<file path="config.mk">
export PLATFORM = sky130hd
export DESIGN_NAME = hsc_ctrl
export DESIGN_NICKNAME = d
export VERILOG_FILES = /design/src/rtl/hsc_pkg.sv /design/src/rtl/hsc_ctrl.sv
export SDC_FILE = /design/constraint.sdc
export NUM_CORES = 1
export LEC_CHECK = 0
export BUFFER_PORTS_ARGS = -buffer_cell sky130_fd_sc_hd__buf_2
export CORE_MARGIN = 2
export CORE_UTILIZATION = 51
export DETAILED_ROUTE_END_ITERATION = 10
export GPL_ROUTABILITY_DRIVEN = 0
export PLACE_DENSITY = 0.8
export RECOVER_POWER = 100
export SYNTH_ARGS = -nofsm -noshare
export SYNTH_HDL_FRONTEND = slang
export SYNTH_SLANG_ARGS = --single-unit
export TNS_END_PERCENT = 10
</file>
<file path="constraint.sdc">
create_clock -name clk -period 3.8 [get_ports clk]
set_clock_uncertainty 0.2 [all_clocks]
set_input_delay 0.76 -clock clk [delete_from_list [all_inputs] [get_ports clk]]
set_output_delay 0.76 -clock clk [all_outputs]
set_load 0.005 [all_outputs]
</file>
<file path="src/rtl/hsc_pkg.sv">
package hsc_pkg;

    typedef enum logic [1:0] {
        HSC_IDLE = 2'd0,
        HSC_SCAN = 2'd1,
        HSC_DONE = 2'd2
    } hsc_state_e;

endpackage

</file>
<file path="src/rtl/hsc_ctrl.sv">
module hsc_ctrl
    import hsc_pkg::*;
#(
    parameter int CW_W   = 7,
    parameter int INFO_W = 4,
    parameter int ROWS   = 3,
    parameter int IDX_W  = 2
) (
    input  logic              clk,
    input  logic              rst,
    input  logic              cw_valid,
    input  logic [CW_W-1:0]   cw_data,
    input  logic              syn_bit,
    output logic              cw_ready,
    output logic [ROWS-1:0]   row_sel,
    output logic [CW_W-1:0]   cw_word,
    output logic              res_valid,
    output logic              res_err,
    output logic [INFO_W-1:0] res_data,
    output logic              retx
);

    localparam logic [IDX_W-1:0] LAST_ROW = IDX_W'(ROWS - 1);

    typedef struct packed {
        hsc_state_e        state;
        logic [IDX_W-1:0]  row;
        logic [ROWS-1:0]   syn;
        logic [CW_W-1:0]   cw;
        logic              rv;
        logic              err;
        logic [INFO_W-1:0] data;
        logic              retx;
    } ctrl_t;

    ctrl_t st_d, st_q;

    always_comb begin
        st_d      = st_q;
        st_d.rv   = 1'b0;
        st_d.retx = 1'b0;
        case (st_q.state)
            HSC_IDLE: begin
                if (cw_valid) begin
                    st_d.cw    = cw_data;
                    st_d.row   = '0;
                    st_d.state = HSC_SCAN;
                end
            end
            HSC_SCAN: begin
                st_d.syn[st_q.row] = syn_bit;
                if (st_q.row == LAST_ROW) st_d.state = HSC_DONE;
                else                      st_d.row   = st_q.row + 1'b1;
            end
            HSC_DONE: begin
                st_d.rv    = 1'b1;
                st_d.err   = |st_q.syn;
                st_d.retx  = |st_q.syn;
                st_d.data  = (|st_q.syn) ? '0 : st_q.cw[CW_W-1 -: INFO_W];
                st_d.state = HSC_IDLE;
            end
            default: st_d.state = HSC_IDLE;
        endcase
    end

    always_ff @(posedge clk) begin
        if (rst) st_q <= '0;
        else     st_q <= st_d;
    end

    always_comb begin
        cw_ready  = (st_q.state == HSC_IDLE);
        row_sel   = (st_q.state == HSC_SCAN) ? (ROWS'(1) << st_q.row) : '0;
        cw_word   = st_q.cw;
        res_valid = st_q.rv;
        res_err   = st_q.err;
        res_data  = st_q.data;
        retx      = st_q.retx;
    end

    assert_accept_busy_R2: assert property (@(posedge clk) disable iff (rst)
        (cw_valid && cw_ready) |=> !cw_ready);
    assert_strobe_single_R3: assert property (@(posedge clk) disable iff (rst)
        res_valid |=> !res_valid);
    assert_after_last_R3: assert property (@(posedge clk) disable iff (rst)
        row_sel[ROWS-1] |=> (row_sel == '0) ##1 res_valid);
    assert_retx_err_R6: assert property (@(posedge clk) disable iff (rst)
        retx |-> (res_valid && res_err));
    assert_err_data_zero_R6: assert property (@(posedge clk) disable iff (rst)
        res_err |-> (res_data == '0));
    assert_scan_order_R10: assert property (@(posedge clk) disable iff (rst)
        ((row_sel != '0) && !row_sel[ROWS-1]) |=> (row_sel == ($past(row_sel) << 1)));
    assert_capture_start_R10: assert property (@(posedge clk) disable iff (rst)
        (cw_valid && cw_ready) |=> (row_sel == ROWS'(1)));
    assert_word_held_R11: assert property (@(posedge clk) disable iff (rst)
        !cw_ready |=> $stable(cw_word));

endmodule

</file>
==> results of run 1 <==
power by group through the flow:
stage | clock network, mW | logic, mW | registers (mW)
global placement | 0 | 0.0446 | 0.240
global route | 0.115 | 0.0499 | 0.237
finish | 0.103 | 0.0440 | 0.235
detailed placement | 0 | 0.0455 | 0.240
CTS | 0.108 | 0.0461 | 0.235
floorplan | 0 | 0.0364 | 0.238
metrics by stage:
step / setup slack, ns / instances
final: 1.552 / 131
after global routing: 1.426 / 131
after CTS: 1.509 / 131
after detailed placement: 1.861 / 127
after global placement: 1.901 / 127
after floorplan: 2.047 / 95
critical path, cell delays in order, from the launching register on:
cell and delay, ns:
dfxtp_1 0.37, inv_1 0.09, ha_1 0.21, nand3b_1 0.16, inv_1 0.06, clkbuf_1 0.10
worst max-delay path by stage:
stage | from | endpoint | slack (ns) | depth (start not counted)
2_1_floorplan | cw_valid | st_q[18] | 2.05 | 4
3_3_place_gp | cw_valid | st_q[18] | 1.90 | 5
3_5_place_dp | st_q[17] | row_sel[2] | 1.86 | 5
4_1_cts | st_q[17] | row_sel[2] | 1.51 | 5
5_1_grt | st_q[17] | row_sel[2] | 1.43 | 5
6_report | st_q[17] | row_sel[2] | 1.55 | 5
metal layers:
metal	up-vias	track usage (%)	part of all wire (%)	wire length [um]
met1	313	21.60	48	738
met3	2	2.778	6.9	107
met4	0	6.857	0.78	12
li1	340	-	-	-
met5	-	0	0	0
met2	20	22.54	44	683
layout by cell type (no fill, tap or decap), drive strengths merged:
cell type	Yosys	layout
a211oi	1	1
a21oi	5	5
a22o	1	1
and3b	2	2
buf	13	18
clkbuf	1	14
clkinv	0	1
dfxtp	21	21
ha	3	3
inv	3	3
mux2i	10	10
nand2	5	5
nand2b	1	1
nand3	4	4
nand3b	1	1
nor2	18	18
nor2b	1	1
nor3	2	2
nor3b	2	2
or3	1	1
logic make-up after synthesis:
group / share of synthesized area (%)
adders and majority gates: 4.220
and+or+nand+nor: 19.97
muxes: 11.25
DFF: 47.26
AOI/OAI and AO/OA: 4.641
buffers and inverters: 12.66
state kept, by name (all words and copies together) (netlist names):
name and count:
cw_word 7, res_data 4, res_err 1, res_valid 1, retx 1, st_q 7
synthesized netlist by cell type, drive strengths merged:
library cell   n  share of area, %
ha             3               4.2
nor2b          1              0.70
buf           13                11
nand3b         1              0.84
dfxtp         21                47
mux2i         10                11
nor3           2               1.1
inv            3               1.3
a22o           1              0.98
nor3b          2               1.7
a21oi          5               2.8
clkbuf         1              0.42
nor2          18               7.6
and3b          2               2.3
nand3          4               2.3
nand2b         1              0.70
or3            1              0.70
a211oi         1              0.84
nand2          5               2.1
area by class of cell:
type                       instances  area, um2
clock inverter                     1      5.005
sequential                        21      420.4
multi-input combinational         57      354.1
timing repair buffer              29      132.6
tap                               17      21.27
fill                             166      721.9
clock buffer                       3      22.52
inverter                           3      11.26
==> results.md, run 1 <==
- Register area share after synthesis: between 40% and 50%
- Area delta synth->final: 8.720%
- Synth unique cells: 21
- Slew Limit Fails: 0
- Initial antenna violation count: 0
- Tcrit/Tclk final: 59.17%
- Core outline area: approximately 1700 um2
- Drt initial violations: 5
- Post-DR vias/cell: 5.153
- Die Wd: 45.77 um
- Die ar.: 2094 um2
- Largest net degree at the start of global routing: 23
- Pwr/cell area: 395.7 nW/um2
- Post-CTS Resized: 0
- Initial Utilization: 52.67%
- Count of state elements after synthesis: 21
- Reg2Reg Setup Slack: 2.15 ns
- Peak supply drop: 0.1897 mV
- Crit. End Element: output pin
- Final Total Pwr: ~0.38 mW
- Max-Cap Viols: 0
- Hold Path Class: flip-flop to flip-flop
- CTS Buffer Depth: 2
- Critical path class: flip-flop to output pin
- CTS Hold Bufs: 0
- Req. time, crit path: around 2.8 ns
- Clk_lat worst skew: 0.29 ns
- Worst min-delay path startpoint: res_data[1]
- Worst r2r dst: st_q[17]
- Mean Syn Cell Area: between 9 and 10 um2
- ANT nets after route: 0
- Hold Crit Depth: 2
- Worst r2r path cells: 5
- IO Pins: 29
- WP data arrival: about 1.3 ns
- Fmax: 444.8 MHz
- Total Wirelength: 1.542 mm
- Unrepaired setup endpoints after global routing: no
- CTS tree: built
- Post-DP HPWL: 1.103 mm
- Switch share: between 20% and 30%
- Slew headroom: 38.70%
- Vias post-DR: 675
- Post-route setup TNS: 0 ns
- FF-to-FF Start: st_q[17]
- Min-Delay Endpoint: res_data[1]
- Critical Path Fanout Max: 3
- First drt pass iteration count: 2
- Final Core Density: 57.26%
- Synth warn: 0
- Reg power frac: 61.5%
- Gate count of the mapped netlist: 95
- Post-synth net total: 109
- Number of global-route vias before repair: 553
- Final min period: ~2.2 ns
- Clock network power share: 27.0%
- Total Nets Final: 129
- Share of cells above drive strength 1: 18.42%
- Gr usage total: 15.30%
- CTS H-tree lvls: 1
- Cell Area, Synth: 889.6 um2
- First-pass GRT wire length: about 2.3 mm
- Final setup viols: 0
- P_int: just under 0.3 mW
- IO buf count: 28
- # rows: 15
- Root Driver: clkbuf_4
- Number of remaining DRC errors: 0
- Worst Tran Pin Value: 0.9195 ns
- Post-route cell area: 967.2 um2
- Die Y: 45.77 um
- Lkg Pwr: 0.4292 nW
- Gate power share: a little under an eighth
- Final hold violations: 0
- Setup bufs post-CTS: 0
- Clk pin slew, worst setup/hold paths: 0.11 ns
- Clk sinks: 21
- N_diodes: 0
- Total CTS buffers: 3
- Avg WL per Cell: between 10 and 15 um
- Hold WS: 0.2616 ns
- Total gr overflow: 0
- Status: completed
- Post-placement cell area: between 900 and 1000 um2
- Sw power: 0.09404 mW
- Crit path launch type: flip-flop
Note: power is estimated with default switching activity, not from simulation.
==> inputs of run 2 (changes only) <==
--- a/config.mk
+++ b/config.mk
@@ -6,11 +6,12 @@
 export NUM_CORES = 1
 export LEC_CHECK = 0
 export BUFFER_PORTS_ARGS = -buffer_cell sky130_fd_sc_hd__buf_2
+export CORE_ASPECT_RATIO = 1.4
 export CORE_MARGIN = 2
-export CORE_UTILIZATION = 51
+export CORE_UTILIZATION = 43
 export DETAILED_ROUTE_END_ITERATION = 10
 export GPL_ROUTABILITY_DRIVEN = 0
-export PLACE_DENSITY = 0.8
+export PLACE_DENSITY = 0.72
 export RECOVER_POWER = 100
 export SYNTH_ARGS = -nofsm -noshare
 export SYNTH_HDL_FRONTEND = slang
==> constraint.sdc (replaced) <==
create_clock -name clk -period 2.04 [get_ports clk]
set_clock_uncertainty 0.2 [all_clocks]
set_input_delay 0.408 -clock clk [delete_from_list [all_inputs] [get_ports clk]]
set_output_delay 0.408 -clock clk [all_outputs]
set_load 0.005 [all_outputs]
==> run 2 against run 1 <==
Against the previous run: global-route usage shrank 1.6 points; combinational power is 93% higher; non-clock buffer count grew 1; routed wire length fell by 0.58%.
==> results.md, run 2 (same netlist as run 1, synthesis figures left out) <==
- Crit-path max cell delay: 0.37 ns (about the same)
- Worst path cell trace: inv_1, ha_1, nand3b_1, inv_1, buf_2 (was inv_1, ha_1, nand3b_1, inv_1, clkbuf_1)
- Die Wd: 42.44 um (was 45.77 um)
- Vias post-DR: 663 (was 675)
- Area delta synth->final: 11.11% (was 8.720%)
- Slew headroom: 64.45% (was 38.70%)
- Number of remaining DRC errors: 0 (unchanged)
- Total gr overflow: 0 (unchanged)
- Cell mode on critical path: inv_1 (unchanged)
- Post-CTS Resized: 0 (unchanged)
- CTS H-tree lvls: 1 (unchanged)
- Top sig layer: met4 (unchanged)
- Die Y: 57.82 um (was 45.77 um)
- Pwr/cell area: 723.7 nW/um2 (was 395.7 nW/um2)
- Setup ws final: 0.1568 ns (was 1.552 ns)
- Root Driver: clkbuf_4 (unchanged)
- Avg WL per Cell: 11.27 um (was 11.77 um)
- Lkg Pwr: 0.4679 nW (was 0.4292 nW)
- Largest net degree at the start of global routing: 23 (unchanged)
- # rows: 19 (was 15)
- Post-route setup TNS: 0 ns (unchanged)
- Number of global-route vias before repair: 620 (was 553)
- Setup bufs post-CTS: 0 (unchanged)
- Worst Tran Pin Value: 0.5332 ns (was 0.9195 ns)
- Final min period: approximately 1.9 ns
- Family with the most delay on the worst path: flip-flops (unchanged)
- Initial antenna violation count: 0 (unchanged)
- Hold Path Class: primary input to flip-flop (was flip-flop to flip-flop)
- CP Buf/Inv Count: 3 (unchanged)
- Slew Limit Fails: 0 (unchanged)
- Drt initial violations: 2 (was 5)
- Fill cells: 210 (was 166)
- Final setup viols: 0 (unchanged)
- Total Wirelength: 1.533 mm (was 1.542 mm)
- N_diodes: 0 (unchanged)
- CTS Hold Bufs: 0 (unchanged)
- Multi-input gate area: 354.1 um2 (unchanged)
- Core outline area: 1949 um2 (was 1689 um2)
- Setup slack at placement: 0.4062 ns (was 1.861 ns)
- Status: completed (unchanged)
- CTS tree: built (unchanged)
- Gr usage total: 13.67% (was 15.30%)
- Total Nets Final: 130 (was 129)
- ANT nets after route: 0 (unchanged)
- Post-DP HPWL: 1.181 mm (was 1.103 mm)
- Tcrit/Tclk final: 92.31%
- Total CTS buffers: 3 (unchanged)
- Max-Cap Viols: 0 (unchanged)
- Register area: 420.4 um2 (unchanged)
- First-pass GRT wire length: 2.580 mm (was 2.332 mm)
- First drt pass iteration count: 3 (was 2)
- Leading cell type in the layout, fill and taps excluded: buf_2 (was dfxtp_1)
- CTS Buffer Depth: 2 (unchanged)
- Peak supply drop: 0.4355 mV (was 0.1897 mV)
- Fmax: 531.0 MHz
- Req. time, crit path: 1.43 ns (was 2.84 ns)
- Unrepaired setup endpoints after global routing: no (unchanged)
- WP data arrival: 1.28 ns (was 1.29 ns)
- Post-DR vias/cell: 4.875 (was 5.153)
- Clk_lat worst skew: 0.29 ns (about the same)
- Clk sinks: 21 (unchanged)
- Final hold violations: 0 (unchanged)
- Routed wl met3: 75 um (was 107 um)
- IO buf count: 28 (unchanged)
- Crit path launch type: flip-flop (unchanged)
- Critical path class: flip-flop to output pin (unchanged)
- Crit. End Element: output pin (unchanged)
- Share of cells above drive strength 1: 26.96% (was 18.42%)
- Final Core Density: 50.71% (was 57.26%)
- Commonest non-fill, non-tap cells in the layout: buf_2, dfxtp_1, nor2_1 (was dfxtp_1, nor2_1, buf_2)
- Die ar.: 2454 um2 (was 2094 um2)
- Slowest cell on crit path: dfxtp_1 (unchanged)
- IO Pins: 29 (unchanged)
- Met2 Wirelength: 812 um (was 683 um)
- Initial Utilization: 45.64% (was 52.67%)
- Critical Path Fanout Max: 3 (unchanged)
- Post-Route M1 WL: 623 um (was 738 um)
- Clk pin slew, worst setup/hold paths: 0.12 ns (was 0.11 ns)
==> run 2: worst min-delay path, stage by stage <==
cell and delay [ns]:
buf_2 0.08, mux2i_1 0.05, nor2_1 0.07
==> run 2: layer usage <==
| metal | track usage [%] | vias to the layer above |
|---|---|---|
| li1 | - | 341 |
| met1 | 15.20 | 302 |
| met2 | 23.96 | 18 |
| met3 | 2.181 | 2 |
| met4 | 8.482 | 0 |
| met5 | 0 | - |
==> run 2: report_power, final <==
group          leakage [nW]  internal [mW]  switching (mW)
logic                 0.279         0.0420          0.0430
clock network        0.0177         0.0729           0.120
registers             0.171          0.426          0.0120
total                 0.468          0.541           0.175
==> run 2: cell type report <==
class | count | area share [%]
Sequential cell | 21 | 42.53
Multi-Input combinational cell | 57 | 35.82
Timing Repair Buffer | 30 | 15.06
Tap cell | 21 | 2.658
Clock buffer | 3 | 2.278
Inverter | 3 | 1.139
Clock inverter | 1 | 0.5063
==> run 2: per-stage QoR <==
step           hold slack (ns)  power [mW]  instances  area, um2
6_report                0.1410      0.7153        136      988.4
5_1_grt                 0.1204      0.7593        136      988.4
4_1_cts                 0.1313      0.7282        136      997.2
3_5_place_dp            0.2412      0.5356        132      969.7
3_3_place_gp            0.2342      0.5329        132      969.7
2_1_floorplan           0.2323      0.5119         95      889.6
==> run 2: path summary, 6_finish.rpt <==
| path | slack (ns) | depth (start not counted) | from | to |
|---|---|---|---|---|
| min reg2reg | 0.26 | 2 | res_data[1] | res_data[1] |
| min | 0.14 | 3 | cw_data[3] | cw_word[3] |
| max | 0.16 | 5 | st_q[17] | row_sel[2] |
| max reg2reg | 0.32 | 4 | st_q[20] | st_q[17] |
